===== config.mk =====
export PLATFORM = sky130hd
export DESIGN_NAME = cfg_byte_loader
export DESIGN_NICKNAME = d
export VERILOG_FILES = /design/src/rtl/cfg_loader_pkg.sv /design/src/rtl/cfg_strobe_sync.sv /design/src/rtl/cfg_byte_shifter.sv /design/src/rtl/cfg_startup_seq.sv /design/src/rtl/cfg_byte_loader.sv
export SDC_FILE = /design/constraint.sdc
export NUM_CORES = 1
export LEC_CHECK = 0
export ABC_AREA = 1
export ABC_CLOCK_PERIOD_IN_PS = 2300
export BUFFER_PORTS_ARGS = -buffer_cell sky130_fd_sc_hd__buf_2
export CORE_ASPECT_RATIO = 1.2
export CORE_MARGIN = 2
export CORE_UTILIZATION = 50
export DETAILED_ROUTE_END_ITERATION = 8
export PLACE_DENSITY = 0.72
export SYNTH_ARGS = -nofsm -noshare
export SYNTH_HDL_FRONTEND = slang
export SYNTH_SLANG_ARGS = --single-unit

===== constraint.sdc =====
create_clock -name clk -period 2.3 [get_ports clk]
set_clock_uncertainty 0.15 [all_clocks]
set_input_delay 0.46 -clock clk [delete_from_list [all_inputs] [get_ports clk]]
set_output_delay 0.46 -clock clk [all_outputs]
set_load 0.005 [all_outputs]

===== src/rtl/cfg_loader_pkg.sv =====
package cfg_loader_pkg;

    typedef enum logic [2:0] {
        ST_CONFIG    = 3'd0,
        ST_REL_DONE  = 3'd1,
        ST_WAIT_DONE = 3'd2,
        ST_REL_IO    = 3'd3,
        ST_USER      = 3'd4
    } start_st_e;

endpackage


===== src/rtl/cfg_strobe_sync.sv =====
module cfg_strobe_sync #(
    parameter int STAGES = 2
) (
    input  logic clk,
    input  logic rst_n,
    input  logic raw,
    output logic rise
);
    // chain[0..STAGES-1] synchronize, chain[STAGES] remembers the previous synced value
    logic [STAGES:0] chain_d, chain_q;

    always_comb begin
        chain_d = {chain_q[STAGES-1:0], raw};
    end

    always_ff @(posedge clk or negedge rst_n) begin
        if (!rst_n) chain_q <= '0;
        else        chain_q <= chain_d;
    end

    assign rise = chain_q[STAGES-1] & ~chain_q[STAGES];
endmodule


===== src/rtl/cfg_byte_shifter.sv =====
module cfg_byte_shifter #(
    parameter int DATA_W = 8
) (
    input  logic              clk,
    input  logic              rst_n,
    input  logic              load,
    input  logic [DATA_W-1:0] din,
    output logic              busy,
    output logic              msb
);
    localparam int CNT_W = (DATA_W > 1) ? $clog2(DATA_W) : 1;
    localparam logic [CNT_W-1:0] LAST = CNT_W'(DATA_W - 1);

    typedef struct packed {
        logic              busy;
        logic [DATA_W-1:0] sh;
        logic [CNT_W-1:0]  cnt;
    } shift_t;

    shift_t s_d, s_q;

    always_comb begin
        s_d = s_q;
        if (s_q.busy) begin
            s_d.sh  = {s_q.sh[DATA_W-2:0], 1'b0};
            s_d.cnt = s_q.cnt + 1'b1;
            if (s_q.cnt == LAST) s_d.busy = 1'b0;
        end else if (load) begin
            s_d.busy = 1'b1;
            s_d.sh   = din;
            s_d.cnt  = '0;
        end
    end

    always_ff @(posedge clk or negedge rst_n) begin
        if (!rst_n) s_q <= '0;
        else        s_q <= s_d;
    end

    assign busy = s_q.busy;
    assign msb  = s_q.busy & s_q.sh[DATA_W-1];
endmodule


===== src/rtl/cfg_startup_seq.sv =====
module cfg_startup_seq
    import cfg_loader_pkg::*;
#(
    parameter int LEN_W = 16
) (
    input  logic             clk,
    input  logic             rst_n,
    input  logic             accept,
    input  logic             shift_busy,
    input  logic [LEN_W-1:0] cfg_len,
    input  logic             sync_to_done,
    input  logic             done_in,
    output logic             room,
    output start_st_e        state
);
    typedef struct packed {
        start_st_e        st;
        logic [LEN_W-1:0] nbytes;
    } seq_t;

    seq_t q_d, q_q;

    always_comb begin
        q_d = q_q;
        unique case (q_q.st)
            ST_CONFIG: begin
                if (accept)
                    q_d.nbytes = q_q.nbytes + 1'b1;
                else if (!shift_busy && (q_q.nbytes == cfg_len))
                    q_d.st = ST_REL_DONE;
            end
            ST_REL_DONE:  q_d.st = sync_to_done ? ST_WAIT_DONE : ST_REL_IO;
            ST_WAIT_DONE: if (done_in) q_d.st = ST_REL_IO;
            ST_REL_IO:    q_d.st = ST_USER;
            ST_USER:      q_d.st = ST_USER;
            default:      q_d.st = ST_CONFIG;
        endcase
    end

    always_ff @(posedge clk or negedge rst_n) begin
        if (!rst_n) begin
            q_q.st     <= ST_CONFIG;
            q_q.nbytes <= '0;
        end else begin
            q_q <= q_d;
        end
    end

    assign room  = (q_q.st == ST_CONFIG) && (q_q.nbytes < cfg_len);
    assign state = q_q.st;
endmodule


===== src/rtl/cfg_byte_loader.sv =====
module cfg_byte_loader
    import cfg_loader_pkg::*;
#(
    parameter int DATA_W      = 8,
    parameter int LEN_W       = 16,
    parameter int SYNC_STAGES = 2
) (
    input  logic              clk,
    input  logic              rst_n,
    input  logic              wr_cs_n,
    input  logic              wr_n,
    input  logic [DATA_W-1:0] wr_data,
    input  logic [LEN_W-1:0]  cfg_len,
    input  logic              sync_to_done,
    input  logic              done_in,
    output logic              done_drive_low,
    output logic              rdy_busy,
    output logic              rdy_busy_oe,
    output logic              bit_out,
    output logic              bit_valid,
    output logic              io_release
);
    logic      strobe_rise;
    logic      busy;
    logic      msb;
    logic      room;
    logic      accept;
    start_st_e state;

    cfg_strobe_sync #(.STAGES(SYNC_STAGES)) u_sync (
        .clk  (clk),
        .rst_n(rst_n),
        .raw  (~wr_cs_n & ~wr_n),
        .rise (strobe_rise)
    );

    assign accept = strobe_rise & ~busy & room;

    cfg_byte_shifter #(.DATA_W(DATA_W)) u_shift (
        .clk  (clk),
        .rst_n(rst_n),
        .load (accept),
        .din  (wr_data),
        .busy (busy),
        .msb  (msb)
    );

    cfg_startup_seq #(.LEN_W(LEN_W)) u_seq (
        .clk         (clk),
        .rst_n       (rst_n),
        .accept      (accept),
        .shift_busy  (busy),
        .cfg_len     (cfg_len),
        .sync_to_done(sync_to_done),
        .done_in     (done_in),
        .room        (room),
        .state       (state)
    );

    assign done_drive_low = (state == ST_CONFIG);
    assign io_release     = (state == ST_REL_IO) || (state == ST_USER);
    assign rdy_busy_oe    = ~io_release;
    assign rdy_busy       = ~busy;
    assign bit_valid      = busy;
    assign bit_out        = msb;
endmodule


Word-level counts from Yosys, hierarchy flattened
Cells that the tools add are included.
{"block": "totals", "output_inout_bits": 6, "wordCells": 45, "reg_bits": 34}
{"block": "classes", "eq_ne": 9, "bitwise_logic": 10, "n_addsub": 2, "n_lt_le_gt_ge": 1, "mux": 8, "n_reduce_logical": 9}
{"cell": "$mux W12", "count": 2}
{"cell": "$add A16 B1 Y16 const B", "count": 1}
{"cell": "$eq A16 B16 Y1", "count": 1}
{"cell": "$lt A16 B16 Y1", "count": 1}
{"cell": "$pmux W3 S4", "count": 1}
{"cell": "$mux W3", "count": 3}
{"cell": "$eq A3 B2 Y1 const B", "count": 2}
{"cell": "$eq A3 B3 Y1 const B", "count": 2}
{"cell": "$and A1 B1 Y1", "count": 5}
{"cell": "$not A1 Y1", "count": 5}
{"cell": "$ne A2 B2 Y1 const B", "count": 2}
{"cell": "$add A3 B1 Y3 const B", "count": 1}
{"cell": "$eq A3 B1 Y1 const B", "count": 1}
{"cell": "$logic_not A3 Y1", "count": 1}
{"cell": "$reduce_and A3 Y1", "count": 1}
{"cell": "$logic_and A1 B1 Y1", "count": 2}
{"cell": "$mux W1", "count": 2}
{"cell": "$ne A2 B1 Y1 const B", "count": 1}
{"cell": "$reduce_and A2 Y1", "count": 1}
{"cell": "$reduce_bool A2 Y1", "count": 1}
{"cell": "$reduce_or A2 Y1", "count": 1}
{"cell": "$logic_not A1 Y1", "count": 1}
{"cell": "$logic_or A1 B1 Y1", "count": 1}

Logic depth before layout (Yosys ltp)
Gate-level depths: netlist (run 1).
{"block": "depth", "word_depth": 6, "mapped_depth": 16, "ltp_nobuf": 14}

Hierarchy
A second synthesis (run 1) with hierarchy kept.
{"block": "unflattened", "cells_unflattened": 275, "hier_area_um2": 2157.1}
{"mod": "cfg_startup_seq", "area_each_um2": 1451.4, "n_inst": 1, "cells_per_inst": 193}
{"mod": "cfg_byte_shifter", "area_each_um2": 564.3, "n_inst": 1, "cells_per_inst": 63}
{"mod": "cfg_strobe_sync", "area_each_um2": 85.1, "n_inst": 1, "cells_per_inst": 5}
{"mod": "cfg_byte_loader", "area_each_um2": 56.3, "n_inst": 1, "cells_per_inst": 14}

Worst setup path before layout (run 1)
No wires, ideal clock.
{"block": "synth_timing", "kind": "input to register", "start": "in cfg_len[15]", "end": "reg u_shift.s_q[10] in the netlist's numbering", "path_slack_ps": 324, "setup_ps": 117, "arrival_ps": 1709, "path_buffers": 1, "stages": 11, "path_cell_list": "inv_1 ha_1 nand2_1 nand2_1 nor2_1 nand3_4 nor2_8 nand2_2 buf_6 nand3_1 nand2_1"}
{"block": "synth_between", "elab_chain_len": 4}
{"item": "from (decl)", "line_no": "cfg_byte_loader.sv:13", "text": "input logic [LEN_W-1:0] cfg_len,"}
{"item": "$lt A16 B16 Y1", "line_no": "cfg_startup_seq.sv:49", "text": "assign room = (q_q.st == ST_CONFIG) && (q_q.nbytes < cfg_len);"}
{"item": "$logic_and A1 B1 Y1", "line_no": "cfg_startup_seq.sv:49"}
{"item": "$and A1 B1 Y1", "line_no": "cfg_byte_loader.sv:37", "text": "assign accept = strobe_rise & ~busy & room;"}
{"item": "$reduce_bool A2 Y1 (no line)"}
{"item": "to (signal assigned)", "line_no": "cfg_byte_shifter.sv:36", "text": "if (!rst_n) s_q <= '0;"}
{"item": "to (signal assigned)", "line_no": "cfg_byte_shifter.sv:37", "text": "else s_q <= s_d;"}
{"item": "to (decl)", "line_no": "cfg_byte_shifter.sv:20", "text": "shift_t s_d, s_q;"}
Every way passes these cells.
A chain may end at the register's enable or synchronous reset.

Worst setup path in the final report (run 1)
{"block": "layout_timing", "start": "reg u_seq.q_q[15] in the netlist's numbering", "end": "reg u_seq.q_q[0] in the netlist's numbering"}
{"block": "layout_between", "elab_chain_len": 4}
{"item": "from (decl)", "line_no": "cfg_startup_seq.sv:21", "text": "seq_t q_d, q_q;"}
{"item": "from (signal assigned)", "line_no": "cfg_startup_seq.sv:45", "text": "q_q <= q_d;"}
{"item": "$lt A16 B16 Y1", "line_no": "cfg_startup_seq.sv:49"}
{"item": "$logic_and A1 B1 Y1", "line_no": "cfg_startup_seq.sv:49"}
{"item": "$and A1 B1 Y1", "line_no": "cfg_byte_loader.sv:37"}
{"item": "$reduce_and A2 Y1 (no line)"}
Every way passes these cells.

==> impl_metrics.env, run 1 <==
export IMPL_cp_arrival_ps=2080
export IMPL_nets=393
export IMPL_r2r_start="u_seq.q_q[15]"
export IMPL_ioPinCount=36
export IMPL_yosysSeqAreaShare_pct=37.8
export IMPL_path_class="reg -> reg"
export IMPL_vias=1990
export IMPL_synthCells=306
export IMPL_worst_path_max_fanout=15
export IMPL_clk_pin_slew_worst_paths_ps=70
export IMPL_core_rowCount=26
export IMPL_design_core_area_mm2=0.00429
export IMPL_synthSimpleGateAreaFrac_pct=36.6
export IMPL_status="finished clean"
export IMPL_firstDrtPassIters=4
export IMPL_dieHeight_um=77.5
export IMPL_place_ws_ps=19.2
export IMPL_period_needed_ps=2070
export IMPL_place_hpwl_mm=3.29
export IMPL_synth_common_cells="nand2_1 (95), inv_1 (53), nand3_1 (38)"
export IMPL_synth_seq_cells=34
export IMPL_antenna_left=0
export IMPL_dpl_instance_area_mm2=0.00249
export IMPL_synth_largest_area_cell="dfrtp_1"
export IMPL_yosysWarningCount=0
export IMPL_period_share_pct=89.9
export IMPL_grt_usage_pct=19.4
export IMPL_p_total_uw=2090
export IMPL_drc=0
export IMPL_synth_mux_area_share_pct=0
export IMPL_register_area_um2=851
export IMPL_synthAdderAreaFrac_pct=10.6
export IMPL_stdcell_area_mm2=0.00258
export IMPL_antenna_found_initial=0
export IMPL_grt_pass1_vias=1907
export IMPL_io_buffers=35
export IMPL_insertion_delay_ps=290
export IMPL_gp_congestion=0.812
export IMPL_cts_hold_buf=0
export IMPL_cts_root_buf="clkbuf_8"
export IMPL_clock_path_buffers=2
export IMPL_drv_slew=0
export IMPL_syn_num_nets=355
export IMPL_die_area_mm2=0.00505
export IMPL_syn_avg_cell_area_um2=7.35
export IMPL_grt_max_degree=35
export IMPL_h_tree_depth=2
export IMPL_synth_most_common_cell="nand2_1"
export IMPL_cts_resized=0
export IMPL_endpoint_kind="flip-flop"
export IMPL_synthXorXnorAreaFrac_pct=0.390
export IMPL_via_per_inst=4.96
export IMPL_nFillCells=422
export IMPL_synth_edf_count=0
export IMPL_worstMarginPinSlew_ps=766
export IMPL_wl_per_cell_um=10.9
export IMPL_power_density_mw_per_mm2=811
export IMPL_gr_total_overflow=0
export IMPL_synth_top_family_by_area="simple AND/OR/NAND/NOR gates"
export IMPL_p_leak_uw=0.00145
export IMPL_layout_setup_ws_ps=232
export IMPL_syn_area_mm2=0.00225
export IMPL_fin_setup_tns_ps=0
export IMPL_synth_area_top_cells="dfrtp_1 (38%), nand2_1 (16%), ha_1 (11%)"
export IMPL_synth_cell_types=27
export IMPL_wirelength_mm=4.38
export IMPL_hold_class="in -> async"
export IMPL_final_layout_size_suffix_gt1_share_pct=16.5
export IMPL_multi_input_area_mm2=0.00113
export IMPL_synth_flop_cell="dfrtp_1"
export IMPL_clock_sinks=34
export IMPL_max_cap_viol_count=0
export IMPL_max_slew_margin_rel_pct=48.9
export IMPL_timing_fmax_mhz=484
export IMPL_vdd_drop_max_mv=0.525
export IMPL_synth_compound_area_share_pct=2.73
export IMPL_cts_buffers=5
export IMPL_grt_pass1_wl_mm=7.69
export IMPL_die_x_um=65.2
export IMPL_worstReg2RegEnd="u_seq.q_q[0]"
export IMPL_detail_route_iter0_violations=115
export IMPL_antenna_cells=0
export IMPL_r2r_slack_ps=230
export IMPL_instances_no_fill=401
export IMPL_r2r_cells=8
export IMPL_postCtsSetupRepairBufs=0
export IMPL_dp_cells=393
export IMPL_critPathRequiredTime_ps=2310
export IMPL_setup_viol=0
export IMPL_cts_tree="done"
export IMPL_synth_top_area_share_pct=37.8
export IMPL_cp_start_kind="flip-flop"
export IMPL_rsz0062_at_grt="no"
export IMPL_syn2layout_area_growth_pct=14.8
export IMPL_start_util_pct=52.4
export IMPL_ys_async_sr_fraction_pct=100
export IMPL_hold_viol_final=0
==> critical path: stages, from the launching register on <==
cell and delay, ps:
dfrtp_1 400, ha_1 300, nand2_1 70, nand2_1 50, nor2_1 200, nand3_4 130
nor2_8 220, nand2_2 220, xor2_1 200
==> layout by cell type (no fill, tap or decap) <==
cell and count:
nor3_1 5, nand3_1 38, xor2_1 1, inv_2 1
buf_12 1, nor4_1 1, dfrtp_1 34, nand2_2 2
ha_1 19, clkbuf_1 1, clkinv_2 1, or2_4 1
buf_2 35, nor2_1 16, a21oi_1 7, a21o_1 1
nand3_4 1, a21oi_2 1, clkbuf_8 6, inv_1 53
nor2_8 2, and2_1 1, nand4_1 14, o21ai_1 2
nand2_1 94, nor4b_1 1, nor3_2 1, buf_4 5
==> area by class of cell <==
class / instances / area share, %
inverters: 54 / 7.85
repair buffers: 41 / 9.02
well taps: 56 / 2.71
clock inverters: 1 / 0.194
flip-flops and latches: 34 / 33.0
clock buffers: 7 / 3.34
multi-input cells: 208 / 43.9
==> layer usage <==
metal  vias to the layer above  global-route usage, %  share of wire (%)
met5                         -                      0                  0
met1                       903                   22.7                 43
met4                         0                   8.33                1.4
met3                         6                   3.04                4.0
met2                        39                   34.7                 52
li1                       1042                      -                  -
==> report_power, final <==
part | switching, µW | internal, µW | total, µW
Sequential | 128 | 751 | 879
Clock | 219 | 241 | 460
Combinational | 434 | 321 | 755
==> worst max-delay path by stage <==
| stage | startpoint | endpoint | cells after the start |
|---|---|---|---|
| global placement | cfg_len[15] | u_seq.q_q[0] | 10 |
| CTS | u_seq.q_q[15] | u_seq.q_q[0] | 8 |
| global route | u_seq.q_q[5] | u_seq.q_q[15] | 10 |
| floorplan | cfg_len[15] | u_shift.s_q[10] | 11 |
| detailed placement | cfg_len[15] | u_seq.q_q[0] | 10 |
| finish | u_seq.q_q[15] | u_seq.q_q[0] | 8 |
==> stage by stage <==
stage	hold slack, ps	util (%)
final	88.7	60.1
after global routing	163	60.1
after CTS	123	60.1
after detailed placement	186	57.9
after global placement	183	57.9
after floorplan	14.4	-
==> flip-flops by register name, indices dropped and copies added, names as in the netlist <==
| register | flops |
|---|---|
| u_shift.busy | 1 |
| u_shift.s_q | 11 |
| u_seq.q_q | 16 |
| u_seq.state | 3 |
| u_sync.chain_q | 3 |
==> logic make-up (layout without fill, tap and decap cells) <==
kind of cell             count (synthesis)  after routing
AO/OA/AOI/OAI                           11             11
XOR/XNOR                                 1              1
adder cells (fa/ha/maj)                 19             19
buffers and inverters                   64            103
flip-flops                              34             34
AND/OR/NAND/NOR                        177            177
Power figures use the tool's default switching activity.
==> inputs of run 2 (changes only) <==
- GPL_TIMING_DRIVEN: not set -> 0
- MAX_ROUTING_LAYER: not set -> met4
==> run 2 against run 1 <==
  * Clock power shrank 1%
  * Register-to-register slack lost 80 ps
  * Largest cell class unchanged
  * Design area grew 0.48%
  * Power shrank 0.98%
  * Sequential power is essentially flat
  * Fmax shrank 3.8%
  * Largest power group unchanged
  * Sequential share of layout area shrank 0.16 points
  * Core utilization grew 0.29 points
==> impl_metrics.env, run 2 (same netlist as run 1, synthesis figures left out) <==
export IMPL_status="finished clean"
export IMPL_regMostFlops="u_seq.q_q"
export IMPL_dp_cells=397
export IMPL_die_x_um=65.2
export IMPL_period_share_pct=93.5
export IMPL_hold_viol_final=0
export IMPL_max_cap_viol_count=0
export IMPL_rsz0062_at_grt="no"
export IMPL_worst_path_max_fanout=10
export IMPL_antenna_left=0
export IMPL_gr_total_overflow=0
export IMPL_gp_congestion=0.868
export IMPL_grt_max_degree=35
export IMPL_max_slew_margin_rel_pct=48.6
export IMPL_cp_start_kind="flip-flop"
export IMPL_vdd_drop_max_mv=0.490
export IMPL_grt_pass1_wl_mm=8.04
export IMPL_firstDrtPassIters=4
export IMPL_period_needed_ps=2150
export IMPL_dpl_instance_area_mm2=0.00249
export IMPL_instances_no_fill=405
export IMPL_stdcell_area_mm2=0.00259
export IMPL_h_tree_depth=2
export IMPL_die_area_mm2=0.00505
export IMPL_ioPinCount=36
export IMPL_cp_arrival_ps=2180
export IMPL_final_layout_size_suffix_gt1_share_pct=16.9
export IMPL_path_class="reg -> reg"
export IMPL_via_per_inst=4.97
export IMPL_insertion_delay_ps=280
export IMPL_cts_root_buf="clkbuf_8"
export IMPL_place_hpwl_mm=3.48
export IMPL_io_buffers=35
export IMPL_syn2layout_area_growth_pct=15.4
export IMPL_antenna_cells=0
export IMPL_nets=397
export IMPL_grt_usage_pct=20.7
export IMPL_mostFrequentLayoutCell="nand2_1"
export IMPL_critPathRequiredTime_ps=2330
export IMPL_p_total_uw=2070
export IMPL_clock_path_buffers=2
export IMPL_grt_pass1_vias=1901
export IMPL_clk_pin_slew_worst_paths_ps=70
export IMPL_setup_viol=0
export IMPL_cts_hold_buf=0
export IMPL_largest_register_ffs=16
export IMPL_most_common_layout_cells="nand2_1 (95), inv_1 (53), nand3_1 (38), buf_2 (36), dfrtp_1 (34)"
export IMPL_cts_tree="done"
export IMPL_drc=0
export IMPL_detail_route_iter0_violations=95
export IMPL_design_core_area_mm2=0.00429
export IMPL_drv_slew=0
export IMPL_timing_fmax_mhz=465
export IMPL_p_leak_uw=0.00145
export IMPL_worstMarginPinSlew_ps=771
export IMPL_start_util_pct=52.4
export IMPL_dieHeight_um=77.5
export IMPL_antenna_found_initial=0
export IMPL_vias=2011
export IMPL_wirelength_mm=4.57
export IMPL_clock_sinks=34
export IMPL_endpoint_kind="flip-flop"
export IMPL_hold_class="in -> async"
export IMPL_wl_per_cell_um=11.3
export IMPL_core_rowCount=26
export IMPL_cts_buffers=5
export IMPL_largestRegisters="u_seq.q_q (16), u_shift.s_q (11)"
export IMPL_power_density_mw_per_mm2=799
run 2: cell count changes in the layout (fill, tap and decap cells not counted), sizes merged:
cell / previous run / this run
clkbuf: 7 / 11
run 2: final cells by class:
cell class / count / area, µm²
Sequential cell: 34 / 851
Multi-Input combinational cell: 208 / 1130
Inverter: 54 / 203
Tap cell: 56 / 70.1
Clock inverter: 1 / 5.00
Timing Repair Buffer: 35 / 175
Fill cell: 442 / 1700
Clock buffer: 7 / 86.3
Buffer: 10 / 70.1
run 2: timing repair:
| action | 4_1_cts | 5_1_grt |
|---|---|---|
| setup buffers | 0 | 0 |
| setup endpoints to repair | 0 | 15 |
| gates resized for setup | 0 | 5 |
run 2: metrics by stage:
| stage | TNS, ps | hold WS [ps] | setup slack [ps] | util, % |
|---|---|---|---|---|
| 4_1_cts | 0 | 128 | 29.6 | 60.2 |
| 5_1_grt | 0 | 152 | 1.78 | 60.4 |
| 2_1_floorplan | 0 | 14.4 | 324 | - |
| 6_report | 0 | 96.1 | 150 | 60.4 |
| 3_5_place_dp | -1160 | 186 | -120 | 58.1 |
| 3_3_place_gp | -1140 | 181 | -115 | 58.1 |
run 2: final timing paths:
kind,to,cells past startpoint,slack (ps),start
hold / removal,u_seq.q_q[1],1,100,rst_n
max in group asynchronous,u_seq.state[0],1,1410,rst_n
setup reg to reg,u_seq.q_q[4],12,150,u_seq.q_q[15]
min in group clk,u_sync.chain_q[0],2,170,wr_n
hold reg to reg,u_sync.chain_q[1],0,200,u_sync.chain_q[0]
setup / recovery,u_seq.q_q[4],12,150,u_seq.q_q[15]
run 2: worst max-delay path, cell delays in order (launching register included):
cell and delay [ps]:
dfrtp_1 400, ha_1 300, nand2_1 60, inv_1 70, nand3_1 130, nor2_2 200, nand2_1 120, buf_2 190
clkbuf_4 200, nand3_1 80, nand2_1 50, nand2_1 60, inv_1 40
run 2: power breakdown:
| part | switching (µW) | internal (µW) | total (µW) |
|---|---|---|---|
| clock | 213 | 241 | 455 |
| sequential | 131 | 751 | 882 |
| combinational | 430 | 307 | 737 |
run 2: per-layer routing:
metal / track usage, % / routed length [µm]
met1: 24.1 / 2040
met2: 34.7 / 2260
met3: 4.78 / 208
met4: 7.29 / 53
met5: - / 0
==> inputs of run 3 (changes only) <==
- ABC_AREA: 1 -> 0
==> run 3 against run 2 <==
  * Non-clock buffer count rose by 8
  * Via count fell by 17%
  * Cell count fell by 24%
  * Fmax fell by 4.3%
  * Largest power group unchanged
  * Sequential power rose by 4.0%
==> impl_metrics.env, run 3 <==
export IMPL_max_cap_viol_count=0
export IMPL_yosysWarningCount=0
export IMPL_synth_edf_count=0
export IMPL_grt_pass1_vias=1607
export IMPL_synth_cell_types=40
export IMPL_wl_per_cell_um=13.7
export IMPL_layout_setup_ws_ps=53.1
export IMPL_ioPinCount=36
export IMPL_cp_start_kind="flip-flop"
export IMPL_place_ws_ps=-354
export IMPL_grt_max_degree=35
export IMPL_insertion_delay_ps=290
export IMPL_firstDrtPassIters=4
export IMPL_period_share_pct=97.7
export IMPL_synth_flop_cell="dfrtp_1"
export IMPL_final_layout_size_suffix_gt1_share_pct=36.9
export IMPL_swShare_pct=34.9
export IMPL_largestRegisters="u_seq.q_q (16), u_shift.s_q (11)"
export IMPL_drv_slew=0
export IMPL_critPathRequiredTime_ps=2350
export IMPL_clock_path_buffers=2
export IMPL_clk_pin_slew_worst_paths_ps=60
export IMPL_power_density_mw_per_mm2=740
export IMPL_wirelength_mm=4.22
export IMPL_synth_largest_area_cell="dfrtp_1"
export IMPL_mostFrequentLayoutCell="buf_2"
export IMPL_ys_async_sr_fraction_pct=100
export IMPL_clock_sinks=34
export IMPL_syn_avg_cell_area_um2=10.5
export IMPL_most_common_layout_cells="buf_2 (35), dfrtp_1 (31), inv_1 (15), nand2_1 (15), buf_4 (14)"
export IMPL_grt_pass1_wl_mm=7.20
export IMPL_cts_root_buf="clkbuf_8"
export IMPL_instances_no_fill=309
export IMPL_status="finished clean"
export IMPL_syn_area_mm2=0.00211
export IMPL_endpoint_kind="flip-flop"
export IMPL_p_comb_share_pct=31.5
export IMPL_h_tree_depth=2
export IMPL_die_area_mm2=0.00476
export IMPL_hold_class="in -> async"
export IMPL_timing_fmax_mhz=445
export IMPL_synth_most_common_cell="dfrtp_1"
export IMPL_syn2layout_area_growth_pct=28.0
export IMPL_via_per_inst=5.41
export IMPL_drc=0
export IMPL_stdcell_area_mm2=0.00270
export IMPL_synthCells=201
export IMPL_vias=1671
export IMPL_regMostFlops="u_seq.q_q"
export IMPL_p_seq_share_pct=45.8
export IMPL_yosysSeqAreaShare_pct=40.3
export IMPL_start_util_pct=52.8
export IMPL_worstMarginPinSlew_ps=741
export IMPL_antenna_found_initial=0
export IMPL_place_hpwl_mm=2.88
export IMPL_cp_arrival_ps=2300
export IMPL_die_x_um=63.3
export IMPL_largest_register_ffs=16
export IMPL_grt_usage_pct=20.0
export IMPL_synth_top_area_share_pct=40.3
export IMPL_r2r_start="u_seq.q_q[1]"
export IMPL_path_class="reg -> reg"
export IMPL_max_slew_margin_rel_pct=50.6
export IMPL_synth_seq_cells=34
export IMPL_cts_tree="done"
export IMPL_intPower_uw=1300
export IMPL_core_rowCount=25
export IMPL_r2r_cells=7
export IMPL_worstReg2RegEnd="u_seq.q_q[15]"
export IMPL_synth_common_cells="dfrtp_1 (34), ha_1 (19), inv_1 (19)"
export IMPL_syn_num_nets=250
export IMPL_antenna_left=0
export IMPL_synth_area_top_cells="dfrtp_1 (40%), ha_1 (11%), nor4_2 (5.9%)"
export IMPL_clockPowerShare_pct=22.6
export IMPL_io_buffers=35
export IMPL_cts_buffers=5
export IMPL_design_core_area_mm2=0.00400
export IMPL_nets=303
export IMPL_p_total_uw=2000
export IMPL_r2r_slack_ps=50
export IMPL_dp_cells=290
export IMPL_dieHeight_um=75.2
export IMPL_gp_congestion=0.714
export IMPL_dpl_instance_area_mm2=0.00241
export IMPL_p_leak_uw=0.00133
export IMPL_detail_route_iter0_violations=47
export IMPL_setup_viol=0
export IMPL_gr_total_overflow=0
export IMPL_hold_viol_final=0
export IMPL_vdd_drop_max_mv=0.604
export IMPL_rsz0062_at_grt="yes"
export IMPL_antenna_cells=0
export IMPL_period_needed_ps=2250
export IMPL_p_sw_uw=699
export IMPL_worst_path_max_fanout=7
-- run 3: cells by family (layout without fill, tap and decap cells) --
| group | count (synthesis) | count (layout) | synth area share, % |
|---|---|---|---|
| AOI/OAI and AO/OA | 30 | 30 | 10.8 |
| xor gates and xnor gates | 16 | 16 | 6.64 |
| adders and majority gates | 19 | 19 | 11.3 |
| buffers and inverters | 26 | 80 | 5.45 |
| DFF | 34 | 34 | 40.3 |
| muxes | 2 | 2 | 1.07 |
| and+or+nand+nor | 74 | 74 | 24.5 |
-- run 3: area by class of cell --
cell class / count / area [µm²]
clock inverters: 1 / 5.00
clock buffers: 7 / 86.3
flip-flops and latches: 34 / 855
fillers: 358 / 1300
well taps: 54 / 67.6
repair buffers: 48 / 277
plain buffers: 5 / 33.8
inverters: 19 / 81.3
multi-input cells: 141 / 1300
-- run 3: power groups by stage --
stage | clock [µW] | sequential [µW] | combinational (µW)
final | 453 | 917 | 631
after floorplan | 0 | 867 | 452
after global placement | 0 | 911 | 605
after detailed placement | 0 | 907 | 625
after CTS | 467 | 899 | 627
after global routing | 494 | 940 | 729
-- run 3: worst max-delay path by stage --
stage | start | endpoint | slack (ps) | depth (start not counted)
after floorplan | cfg_len[11] | u_shift.s_q[10] | 0.7 | 9
after global placement | cfg_len[11] | u_shift.s_q[10] | -350 | 10
after detailed placement | cfg_len[11] | u_shift.s_q[10] | -350 | 10
after CTS | u_seq.q_q[1] | u_seq.q_q[15] | 10 | 7
after global routing | u_seq.q_q[1] | u_seq.q_q[15] | -10 | 7
final | u_seq.q_q[1] | u_seq.q_q[15] | 50 | 7
-- run 3: critical path: stages, from the launching register on --
cell and delay [ps]:
dfrtp_2 460, ha_1 300, nor2b_1 130, o211a_1 240
o21a_4 260, buf_6 140, nor4_4 290, xor2_1 190
-- run 3: layer usage --
metal  wire (µm)  up-vias  global-route usage (%)
met4          72        0                    6.76
met2        2170       32                    33.8
li1            -      826                       -
met1        1830      806                    24.4
met3         146        7                    3.74
met5           0        -                       -
-- run 3: repair_timing --
action / in CTS / in global routing
gates cloned: 0 / 1
hold buffers: 0 / 0
pin swaps: 3 / 4
gates resized for setup: 5 / 20
endpoints found under the setup margin: 25 / 21
buffers inserted: 8 / 4
-- run 3: per-stage QoR --
stage | setup TNS, ps | hold WS, ps | utilization, %
after floorplan | 0 | 14.4 | -
after global placement | -5860 | 183 | 60.3
after detailed placement | -6000 | 186 | 60.3
after CTS | 0 | 112 | 64.8
after global routing | -35.9 | 149 | 67.5
final | 0 | 83.8 | 67.5
